## src/rtl/mdio_pkg.sv

```systemverilog
package mdio_pkg;
  localparam int PHY_AW     = 5;
  localparam int REG_AW     = 5;
  localparam int DAT_W      = 16;
  localparam int PRE_BITS   = 32;
  localparam int FRAME_BITS = PRE_BITS + 2 + 2 + PHY_AW + REG_AW + 2 + DAT_W;
  localparam int TA_IDX     = PRE_BITS + 2 + 2 + PHY_AW + REG_AW;
  localparam int NUM_PHY    = 1 << PHY_AW;

  typedef enum logic [2:0] {
    OFS_CTRL   = 3'd0,
    OFS_USER   = 3'd1,
    OFS_ALIVE  = 3'd2,
    OFS_MODE   = 3'd3,
    OFS_MANUAL = 3'd4
  } reg_ofs_e;

  function automatic logic [FRAME_BITS-1:0] build_frame(
    input logic              wr,
    input logic [PHY_AW-1:0] phy,
    input logic [REG_AW-1:0] ra,
    input logic [DAT_W-1:0]  d
  );
    return {{PRE_BITS{1'b1}}, 2'b01, (wr ? 2'b01 : 2'b10), phy, ra,
            (wr ? 2'b10 : 2'b11), (wr ? d : {DAT_W{1'b1}})};
  endfunction
endpackage

```

## src/rtl/mdio_clkgen.sv

```systemverilog
module mdio_clkgen #(
  parameter int DIV_W = 16
) (
  input  logic             clk_i,
  input  logic             rst_ni,
  input  logic             run_i,
  input  logic [DIV_W-1:0] div_i,
  output logic             mdc_o,
  output logic             rise_o,
  output logic             fall_o
);
  localparam logic [DIV_W:0]   ONE_W   = 1;
  localparam logic [DIV_W-1:0] CNT_ONE = 1;

  logic [DIV_W-1:0] cnt_q;
  logic [DIV_W:0]   deff_w, half_w;
  logic             mdc_q;

  assign deff_w = (div_i == '0) ? ONE_W : {1'b0, div_i};
  assign half_w = (deff_w + ONE_W) >> 1;
  assign rise_o = run_i && (cnt_q == '0);
  assign fall_o = run_i && (cnt_q == half_w[DIV_W-1:0]);
  assign mdc_o  = mdc_q;

  always_ff @(posedge clk_i or negedge rst_ni) begin
    if (!rst_ni) begin
      cnt_q <= '0;
      mdc_q <= 1'b0;
    end else if (!run_i) begin
      cnt_q <= '0;
      mdc_q <= 1'b0;
    end else begin
      cnt_q <= (cnt_q >= deff_w[DIV_W-1:0]) ? '0 : cnt_q + CNT_ONE;
      if (rise_o) mdc_q <= 1'b1;
      else if (fall_o) mdc_q <= 1'b0;
    end
  end


  stop_low_chk: assert property (@(posedge clk_i) disable iff (!rst_ni)
    !run_i |=> !mdc_q);
endmodule

```

## src/rtl/mdio_frame.sv

```systemverilog
module mdio_frame
  import mdio_pkg::*;
(
  input  logic                  clk_i,
  input  logic                  rst_ni,
  input  logic                  rise_i,
  input  logic                  fall_i,
  input  logic                  start_i,
  input  logic                  rd_i,
  input  logic [FRAME_BITS-1:0] word_i,
  input  logic                  mdio_i,
  output logic                  busy_o,
  output logic                  done_o,
  output logic                  mdo_o,
  output logic                  oe_o,
  output logic                  ack_o,
  output logic [DAT_W-1:0]      rdata_o
);
  localparam int IDX_W = $clog2(FRAME_BITS);
  localparam logic [IDX_W-1:0] LAST    = IDX_W'(FRAME_BITS - 1);
  localparam logic [IDX_W-1:0] TA0     = IDX_W'(TA_IDX);
  localparam logic [IDX_W-1:0] TA1     = IDX_W'(TA_IDX + 1);
  localparam logic [IDX_W-1:0] IDX_ONE = 1;

  logic                  busy_q, rd_q, out_q, ack_q;
  logic [IDX_W-1:0]      idx_q;
  logic [FRAME_BITS-1:0] sh_q;
  logic [DAT_W-1:0]      rdat_q;

  assign done_o  = fall_i && busy_q && (idx_q == LAST);
  assign busy_o  = busy_q;
  assign mdo_o   = out_q;
  assign oe_o    = busy_q && !(rd_q && (idx_q >= TA0));
  assign ack_o   = ack_q;
  assign rdata_o = rdat_q;

  always_ff @(posedge clk_i or negedge rst_ni) begin
    if (!rst_ni) begin
      busy_q <= 1'b0;
      rd_q   <= 1'b0;
      out_q  <= 1'b0;
      ack_q  <= 1'b0;
      idx_q  <= '0;
      sh_q   <= '0;
      rdat_q <= '0;
    end else begin
      if (fall_i && (!busy_q || idx_q == LAST)) begin
        if (start_i) begin
          busy_q <= 1'b1;
          rd_q   <= rd_i;
          idx_q  <= '0;
          out_q  <= word_i[FRAME_BITS-1];
          sh_q   <= word_i << 1;
          ack_q  <= 1'b0;
        end else begin
          busy_q <= 1'b0;
          out_q  <= 1'b0;
        end
      end else if (fall_i && busy_q) begin
        idx_q <= idx_q + IDX_ONE;
        out_q <= sh_q[FRAME_BITS-1];
        sh_q  <= sh_q << 1;
      end
      // sample on rising MDC
      if (rise_i && busy_q && rd_q) begin
        if (idx_q == TA1) ack_q <= !mdio_i;
        else if (idx_q > TA1) rdat_q <= {rdat_q[DAT_W-2:0], mdio_i};
      end
    end
  end


  preamble_chk: assert property (@(posedge clk_i) disable iff (!rst_ni)
    $rose(busy_q) |-> out_q);

  idx_hold_chk: assert property (@(posedge clk_i) disable iff (!rst_ni)
    !fall_i |=> $stable(idx_q));
endmodule

```

## src/rtl/mdio_master.sv

```systemverilog
module mdio_master
  import mdio_pkg::*;
#(
  parameter int DIV_W    = 16,
  parameter int SCAN_REG = 1
) (
  input  logic        clk_i,
  input  logic        rst_ni,
  input  logic        reg_wr_i,
  input  logic [2:0]  reg_addr_i,
  input  logic [31:0] reg_wdata_i,
  output logic [31:0] reg_rdata_o,
  output logic        mdc_o,
  output logic        mdio_o,
  output logic        mdio_oe_o,
  input  logic        mdio_i
);
  localparam logic [PHY_AW-1:0] SCAN_ONE = 1;
  localparam logic [REG_AW-1:0] SCAN_RA  = REG_AW'(SCAN_REG);

  logic              en_q, go_q, wr_q, ack_q, cur_host_q, manual_q, pin_q;
  logic [DIV_W-1:0]  div_q;
  logic [PHY_AW-1:0] phy_q, scan_addr_q, scan_next;
  logic [REG_AW-1:0] ra_q;
  logic [DAT_W-1:0]  data_q;
  logic [NUM_PHY-1:0] alive_q;
  logic [2:0]        man_q;

  logic gen_mdc, rise, fall, run;
  logic frm_busy, frm_done, frm_mdo, frm_oe, frm_ack;
  logic [DAT_W-1:0] frm_rdata;
  logic can_run, host_req, start_evt, idle, scan_done;
  logic [FRAME_BITS-1:0] word;
  logic unused_w;

  assign unused_w  = ^reg_wdata_i[29:26];
  assign run       = en_q || frm_busy;
  assign can_run   = en_q && !manual_q;
  assign host_req  = go_q && !(frm_done && cur_host_q);
  assign start_evt = fall && can_run && (!frm_busy || frm_done);
  assign scan_done = frm_done && !cur_host_q;
  assign scan_next = scan_done ? scan_addr_q + SCAN_ONE : scan_addr_q;
  assign idle      = !en_q && !frm_busy;
  assign word      = host_req ? build_frame(wr_q, phy_q, ra_q, data_q)
                              : build_frame(1'b0, scan_next, SCAN_RA, '0);

  mdio_clkgen #(.DIV_W(DIV_W)) u_clkgen (
    .clk_i (clk_i), .rst_ni (rst_ni), .run_i (run), .div_i (div_q),
    .mdc_o (gen_mdc), .rise_o (rise), .fall_o (fall)
  );

  mdio_frame u_frame (
    .clk_i (clk_i), .rst_ni (rst_ni), .rise_i (rise), .fall_i (fall),
    .start_i (can_run), .rd_i (host_req ? !wr_q : 1'b1), .word_i (word),
    .mdio_i (mdio_i), .busy_o (frm_busy), .done_o (frm_done),
    .mdo_o (frm_mdo), .oe_o (frm_oe), .ack_o (frm_ack), .rdata_o (frm_rdata)
  );

  assign mdc_o     = manual_q ? man_q[2] : gen_mdc;
  assign mdio_oe_o = manual_q ? man_q[1] : frm_oe;
  assign mdio_o    = manual_q ? man_q[0] : frm_mdo;

  always_ff @(posedge clk_i or negedge rst_ni) begin
    if (!rst_ni) begin
      en_q        <= 1'b0;
      div_q       <= '0;
      go_q        <= 1'b0;
      wr_q        <= 1'b0;
      ack_q       <= 1'b0;
      phy_q       <= '0;
      ra_q        <= '0;
      data_q      <= '0;
      alive_q     <= '0;
      scan_addr_q <= '0;
      cur_host_q  <= 1'b0;
      manual_q    <= 1'b0;
      man_q       <= '0;
      pin_q       <= 1'b0;
    end else begin
      pin_q <= mdio_i;
      if (start_evt) cur_host_q <= host_req;
      if (frm_done) begin
        if (cur_host_q) begin
          go_q <= 1'b0;
          if (!wr_q) begin
            ack_q  <= frm_ack;
            data_q <= frm_rdata;
          end
        end else begin
          alive_q[scan_addr_q] <= frm_ack;
        end
      end
      scan_addr_q <= scan_next;
      if (reg_wr_i) begin
        case (reg_addr_i)
          OFS_CTRL: begin
            en_q  <= reg_wdata_i[30];
            div_q <= reg_wdata_i[DIV_W-1:0];
          end
          OFS_USER: if (!go_q && reg_wdata_i[31]) begin
            go_q   <= 1'b1;
            wr_q   <= reg_wdata_i[30];
            ack_q  <= 1'b0;
            ra_q   <= reg_wdata_i[25:21];
            phy_q  <= reg_wdata_i[20:16];
            data_q <= reg_wdata_i[15:0];
          end
          OFS_MODE:   manual_q <= reg_wdata_i[31];
          OFS_MANUAL: man_q    <= reg_wdata_i[2:0];
          default: ;
        endcase
      end
    end
  end

  always_comb begin
    case (reg_addr_i)
      OFS_CTRL:   reg_rdata_o = {idle, en_q, {(30-DIV_W){1'b0}}, div_q};
      OFS_USER:   reg_rdata_o = {go_q, wr_q, ack_q, 3'b000, ra_q, phy_q, data_q};
      OFS_ALIVE:  reg_rdata_o = alive_q;
      OFS_MODE:   reg_rdata_o = {manual_q, 31'd0};
      OFS_MANUAL: reg_rdata_o = {29'd0, man_q[2:1], pin_q};
      default:    reg_rdata_o = '0;
    endcase
  end


  go_clear_chk: assert property (@(posedge clk_i) disable iff (!rst_ni)
    $fell(go_q) |-> $past(frm_done && cur_host_q));

  alive_hold_chk: assert property (@(posedge clk_i) disable iff (!rst_ni)
    !scan_done |=> $stable(alive_q));

  start_gate_chk: assert property (@(posedge clk_i) disable iff (!rst_ni)
    $rose(frm_busy) |-> $past(en_q && !manual_q));
endmodule

```

## config.mk

```make
export PLATFORM = sky130hd
export DESIGN_NAME = mdio_master
export DESIGN_NICKNAME = d
export VERILOG_FILES = /design/src/rtl/mdio_pkg.sv /design/src/rtl/mdio_clkgen.sv /design/src/rtl/mdio_frame.sv /design/src/rtl/mdio_master.sv
export SDC_FILE = /design/constraint.sdc
export NUM_CORES = 1
export LEC_CHECK = 0
export ABC_CLOCK_PERIOD_IN_PS = 5550
export BUFFER_PORTS_ARGS = -buffer_cell sky130_fd_sc_hd__buf_2
export CORE_ASPECT_RATIO = 1.2
export CORE_MARGIN = 10
export CORE_UTILIZATION = 47
export CTS_CLUSTER_DIAMETER = 40
export CTS_CLUSTER_SIZE = 14
export DETAILED_ROUTE_END_ITERATION = 6
export PLACE_DENSITY = 0.65
export SLEW_MARGIN = 20
export SYNTH_ARGS = -nofsm -noshare
export SYNTH_HDL_FRONTEND = slang
export SYNTH_SLANG_ARGS = --single-unit
```

## constraint.sdc

```tcl
create_clock -name clk_i -period 5.55 [get_ports clk_i]
set_clock_uncertainty 0.1 [all_clocks]
set_input_delay 0 -clock clk_i [delete_from_list [all_inputs] [get_ports clk_i]]
set_output_delay 0 -clock clk_i [all_outputs]
set_load 0.03 [all_outputs]
```

# Yosys cells after proc, flatten, opt, wreduce, memory -nomap -nowiden
# Cells that the tools add are included.
# W data, S select, Z words.
# totals
ff_bits	196
input_bits	39
output_inout_bits	35
word_cells	135
# classes
addsub	4
n_lt_le_gt_ge	5
eq_ne	9
mux	50
bitwise_logic	2
reduce_logical	42
# ops
cell	n
$mux W64	3
$mux W16	10
$pmux W32 S5	1
$bwmux W32	1
$logic_not A16 Y1	2
$mux W30	1
$mux W1	28
$logic_and A1 B1 Y1	18
$mux W6	3
$add A17 B1 Y17 const B	1
$add A16 B1 Y16 const B	1
$eq A16 B16 Y1	1
$ge A16 B16 Y1	1
$eq A6 B6 Y1 const B	2
$reduce_and A2 Y1	6
$logic_not A1 Y1	9
$add A6 B1 Y6 const B	1
$eq A3 B2 Y1 const B	2
$ge A6 B6 Y1 const B	1
$gt A6 B6 Y1 const B	1
$lt A5 B6 Y1 const B	1
$reduce_and A3 Y1	2
$add A5 B1 Y5 const B	1
$demux W1 S5	1
other kinds (11)	14

# Depth between registers and ports, before layout
# depth
depth_word	13
mapped_depth	14
mapped_depth_nobuf	11

# Hierarchy
# A second synthesis with hierarchy kept.
# unflattened
hier_cells	1056
hier_area_um2	10978.0
# by_module_without_submodules
module	instances	cells_per_inst	area_per_inst_um2
mdio_master	1	429	4877.2
mdio_frame	1	377	4047.6
mdio_clkgen	1	250	2053.2

# Worst setup path after synthesis
# OpenSTA, ideal clock, no wires.
# synth_timing
kind	reg-to-reg
startpoint	register div_q[2]
endpoint	register data_q[10]
setup_ps	137
arrival_ps	3206
path_slack_ps	2107
path_stages_with_launch	15
n_path_buf	3
cell_sequence	dfrtp_1 -> buf_2 -> nor4_1 -> a41o_1 -> ha_1 -> nand4_1 -> or4_1 -> nand3_1 -> and2_1 -> nand4_2 -> nor3_1 -> buf_2 -> buf_6 -> mux2i_1 -> a21oi_1
# synth_via
elab_chain_cells	11
# synth_rtl
item	line	text
start: declaration	mdio_master.sv:22	logic [DIV_W-1:0] div_q;
start signal: assignment	mdio_master.sv:98	div_q <= reg_wdata_i[DIV_W-1:0];
$logic_not A16 Y1	mdio_clkgen.sv:19	assign deff_w = (div_i == '0) ? ONE_W : {1'b0, div_i};
$mux W16 *	mdio_clkgen.sv:19	
$add A17 B1 Y17 *	mdio_clkgen.sv:20	assign half_w = (deff_w + ONE_W) >> 1;
$eq A16 B16 Y1 *	mdio_clkgen.sv:22	assign fall_o = run_i && (cnt_q == half_w[DIV_W-1:0]);
$logic_and A1 B1 Y1 *	mdio_clkgen.sv:22	
$logic_and A1 B1 Y1 * (2 in series)	mdio_frame.sv:30	assign done_o = fall_i && busy_q && (idx_q == LAST);
$mux W16 *	mdio_master.sv:82	if (frm_done) begin
$mux W16	mdio_master.sv:100	OFS_USER: if (!go_q && reg_wdata_i[31]) begin
$mux W16	mdio_master.sv:95	case (reg_addr_i)
$mux W16 *	mdio_master.sv:94	if (reg_wr_i) begin
end signal: assignment	mdio_master.sv:87	data_q <= frm_rdata;
end signal: assignment	mdio_master.sv:106	data_q <= reg_wdata_i[15:0];
end: declaration	mdio_master.sv:25	logic [DAT_W-1:0] data_q;
# Mark *: on every way between the ends. The rest lies on a longest branch, timed or not.
# A chain may end at the register's enable or synchronous reset.

# Final worst setup path
# layout_timing
startpoint	register div_q[7]
endpoint	register u_frame.sh_q[28]
# layout_via
elab_chain_cells	13
word_cells_on_any_way	19
# layout_rtl
item	line	text
$logic_not A16 Y1	mdio_clkgen.sv:19	
$mux W16 *	mdio_clkgen.sv:19	
$add A17 B1 Y17 *	mdio_clkgen.sv:20	
$eq A16 B16 Y1 *	mdio_clkgen.sv:22	
$logic_and A1 B1 Y1 *	mdio_clkgen.sv:22	
$logic_and A1 B1 Y1	mdio_frame.sv:30, mdio_frame.sv:59	
$logic_and A1 B1 Y1	mdio_frame.sv:30	
$logic_and A1 B1 Y1	mdio_master.sv:39	assign host_req = go_q && !(frm_done && cur_host_q);
$logic_not A1 Y1	mdio_master.sv:39	
$logic_and A1 B1 Y1	mdio_master.sv:39	
$mux W30	mdio_master.sv:44	assign word = host_req ? build_frame(wr_q, phy_q, ra_q, data_q)
$mux W64	mdio_frame.sv:48	if (start_i) begin
$mux W64	mdio_frame.sv:47	if (fall_i && (!busy_q || idx_q == LAST)) begin
end signal: assignment	mdio_frame.sv:53	sh_q <= word_i << 1;
end signal: assignment	mdio_frame.sv:62	sh_q <= sh_q << 1;
end: declaration	mdio_frame.sv:27	logic [FRAME_BITS-1:0] sh_q;
# Mark *: on every way between the ends. The rest lies on a longest branch, timed or not. The select of a mux whose other input is x is not followed.

==> flow_summary.yaml <==
yosys:
  synth_area_leaders: "dfrtp_1 49%, nor2_1 4.1%, mux2_2 3.9%"
  syn-num-nets: 1065
  yosysWarnings: 0
  syn-cell-area_um2: 10000
  synth_top_area_share_pct: 48.6
  async_flop_share_pct: 100
  synth_top_area_cell: "dfrtp_1"
  ys_ff_latch: 195
  ys_seq_area_share_pct: 48.6
  ys_types: 60
  synth_edf_count: 0
  syn_inst: 1001
  syn_area_per_cell_um2: 10.0
  synthFlopType: "dfrtp_1"
floorplan:
  ios: 74
  die_x_um: 153
  die_h_um: 180
  rows: 58
  dieArea_um2: 27700
  initial_core_util_pct: 47.9
  floorplan.core_area_um2: 21000
drt:
  drt-total-wl_um: 25500
  vias: 7675
  detail-route-antenna-nets: 0
  post-route-drc-count: 0
  post_drt_wl_per_cell_um: 18.9
  dr.first_iter.drc_count: 581
  dr.pass1.iters: 5
  vias_per_cell: 5.67
pwr:
  p_per_area_nw_per_um2: 289
  p_leak_nw: 5.28
  p_total_mw: 3.33
  vdd_drop_max_mv: 0.221
final_layout:
  final_cell_mix: "195 x dfrtp_1, 111 x nor2_1, 104 x nand2_1, 68 x buf_2, 46 x a21oi_1"
  layout_commonest_cell: "dfrtp_1"
  final_nets: 1134
  antenna_cells: 0
  final_core_util_pct: 54.8
  area_growth_pct: 14.5
  drive_above_1_share_pct: 14.6
timing:
  max_slew_margin_pct: 33.1
  rsz0062_at_grt: "false"
  tightest_slew_ns: 1.00
  drv_slew: 0
  period_share_pct: 82.9
  tns_ns: 0
  post-route-min-period_ns: 4.60
  whs_ns: 0.00550
  hold_viol: 0
  fin_ws_ns: 0.951
  final-setup-viol-count: 0
  fmax_mhz: 217
cts:
  cts-hold-fix-buffers: 31
  worstSkewPairLatency_ns: 0.44
  path_clk_slew_ns: 0.08
  clockRootBuffer: "clkbuf_16"
  post_cts_resize_count: 0
  post_cts_buffers: 0
  clock-sinks: 195
  cts_tree: "yes"
  h-tree-depth: 4
  cts_buffer_depth: 2
  cts_buffers: 17
worst_setup_path:
  crit_buf_inv: 0
  slowest_stage: "nand2_1"
  critPathTopFamily: "simple AND/OR/NAND/NOR gates"
  path_class: "reg2reg"
  cp_max_fo: 23
  endpoint_kind: "flip-flop"
  path_cells: "nor4_1, a41o_1, ha_1, nand4_1, or4_1, nand3_1, and2_1, and4_1, nand2_1, a211o_1, a31oi_1"
  worstPathArrival_ns: 4.86
  cp.required_ns: 5.81
  cpPeakStageDelay_ns: 0.66
  critPathLaunchType: "flip-flop"
grt:
  grt_usage_pct: 18.3
  overflow: 0
  grt_pass1_vias: 7764
  grt_max_degree: 96
  grt_pass1_wl_um: 41600
  antenna_found_initial: 0
place:
  portBuffers: 69
  place_congestion: 0.893
  post-place-ws_ns: 1.05
  dp_hpwl_um: 17600
run:
  cap_violations: 0
min_path:
  hold_class: "in2reg"
run_status:
  status: "finished, final reports clean"
-- worst paths after layout --
check	from	end	slack, ns	depth (start not counted)
worst max-delay path	div_q[7]$_DFFE_PN0P_	u_frame.sh_q[28]$_DFFE_PN0P_	0.95	11
worst min-delay path	reg_wr_i	ack_q$_DFF_PN0_	0.005	4
worst max register to register	div_q[7]$_DFFE_PN0P_	u_frame.sh_q[28]$_DFFE_PN0P_	0.95	11
worst min register to register	u_frame.sh_q[19]$_DFFE_PN0P_	u_frame.sh_q[19]$_DFFE_PN0P_	0.38	2
max in group asynchronous	rst_ni	u_frame.sh_q[1]$_DFFE_PN0P_	3.97	3
min in group asynchronous	rst_ni	u_frame.sh_q[51]$_DFFE_PN0P_	0.09	2
-- metal layers --
metal / vias up / share of wire [%] / GRT usage (%)
li1: 3674 / - / -
met1: 3820 / 44 / 22.9
met2: 150 / 51 / 31.4
met3: 31 / 3.1 / 2.96
met4: 0 / 2.0 / 5.98
met5: - / 0 / 0
-- worst reg2reg max path: stages (launching register included) --
cell	delay, ns
dfrtp_1	0.50
nor4_1	0.37
a41o_1	0.28
ha_1	0.26
nand4_1	0.27
or4_1	0.58
nand3_1	0.18
and2_1	0.19
and4_1	0.46
nand2_1	0.66
a211o_1	0.52
a31oi_1	0.17
-- state kept, by name, summed over array words and instances, names as in the netlist, 3 cells and up --
register	count
ra_q	5
u_frame.rdata_o	16
scan_addr_q	5
u_frame.sh_q	63
man_q	3
phy_q	5
alive_q	32
data_q	16
div_q	16
u_clkgen.cnt_q	16
u_frame.idx_q	6
-- cells in the mapped netlist, drive strengths merged, types with 25 or more instances --
library cell / n
ha: 25
o22a: 33
nand3: 29
nor3: 27
a21oi: 46
nor2: 111
mux2: 67
dfrtp: 195
nand2: 104
o21ai: 43
mux2i: 36
inv: 29
clkbuf: 41
-- per-stage QoR --
| step | cell area, um^2 | instances |
|---|---|---|
| floorplan | 10000 | 1001 |
| global placement | 10600 | 1290 |
| detailed placement | 10600 | 1290 |
| CTS | 11500 | 1353 |
| global route | 11500 | 1353 |
| finish | 11500 | 1353 |
-- logic make-up (layout without fill, tap and decap cells) --
group	count (synthesis)	after routing	synth area share (%)
muxes	104	104	11.3
buffers and inverters	91	173	3.90
DFF	195	195	48.6
adders and majority gates	25	25	3.11
and+or+nand+nor	352	352	16.7
AOI/OAI and AO/OA	190	190	12.6
xor gates and xnor gates	44	44	3.84
-- report_power, final --
part | internal, mW | leakage, nW | total [mW] | switching (mW)
Sequential | 1.47 | 2.58 | 1.56 | 0.0947
Clock | 0.697 | 0.305 | 1.32 | 0.623
Combinational | 0.180 | 2.39 | 0.444 | 0.264
-- final cells by class --
type                       instances  area (um^2)
tap                              270          338
fill                            1842         9470
clock inverter                    15          208
multi-input combinational        715         4790
sequential                       195         4880
clock buffer                      17          425
inverter                          29          109
timing repair buffer             112          754
Power figures use the tool's default switching activity.
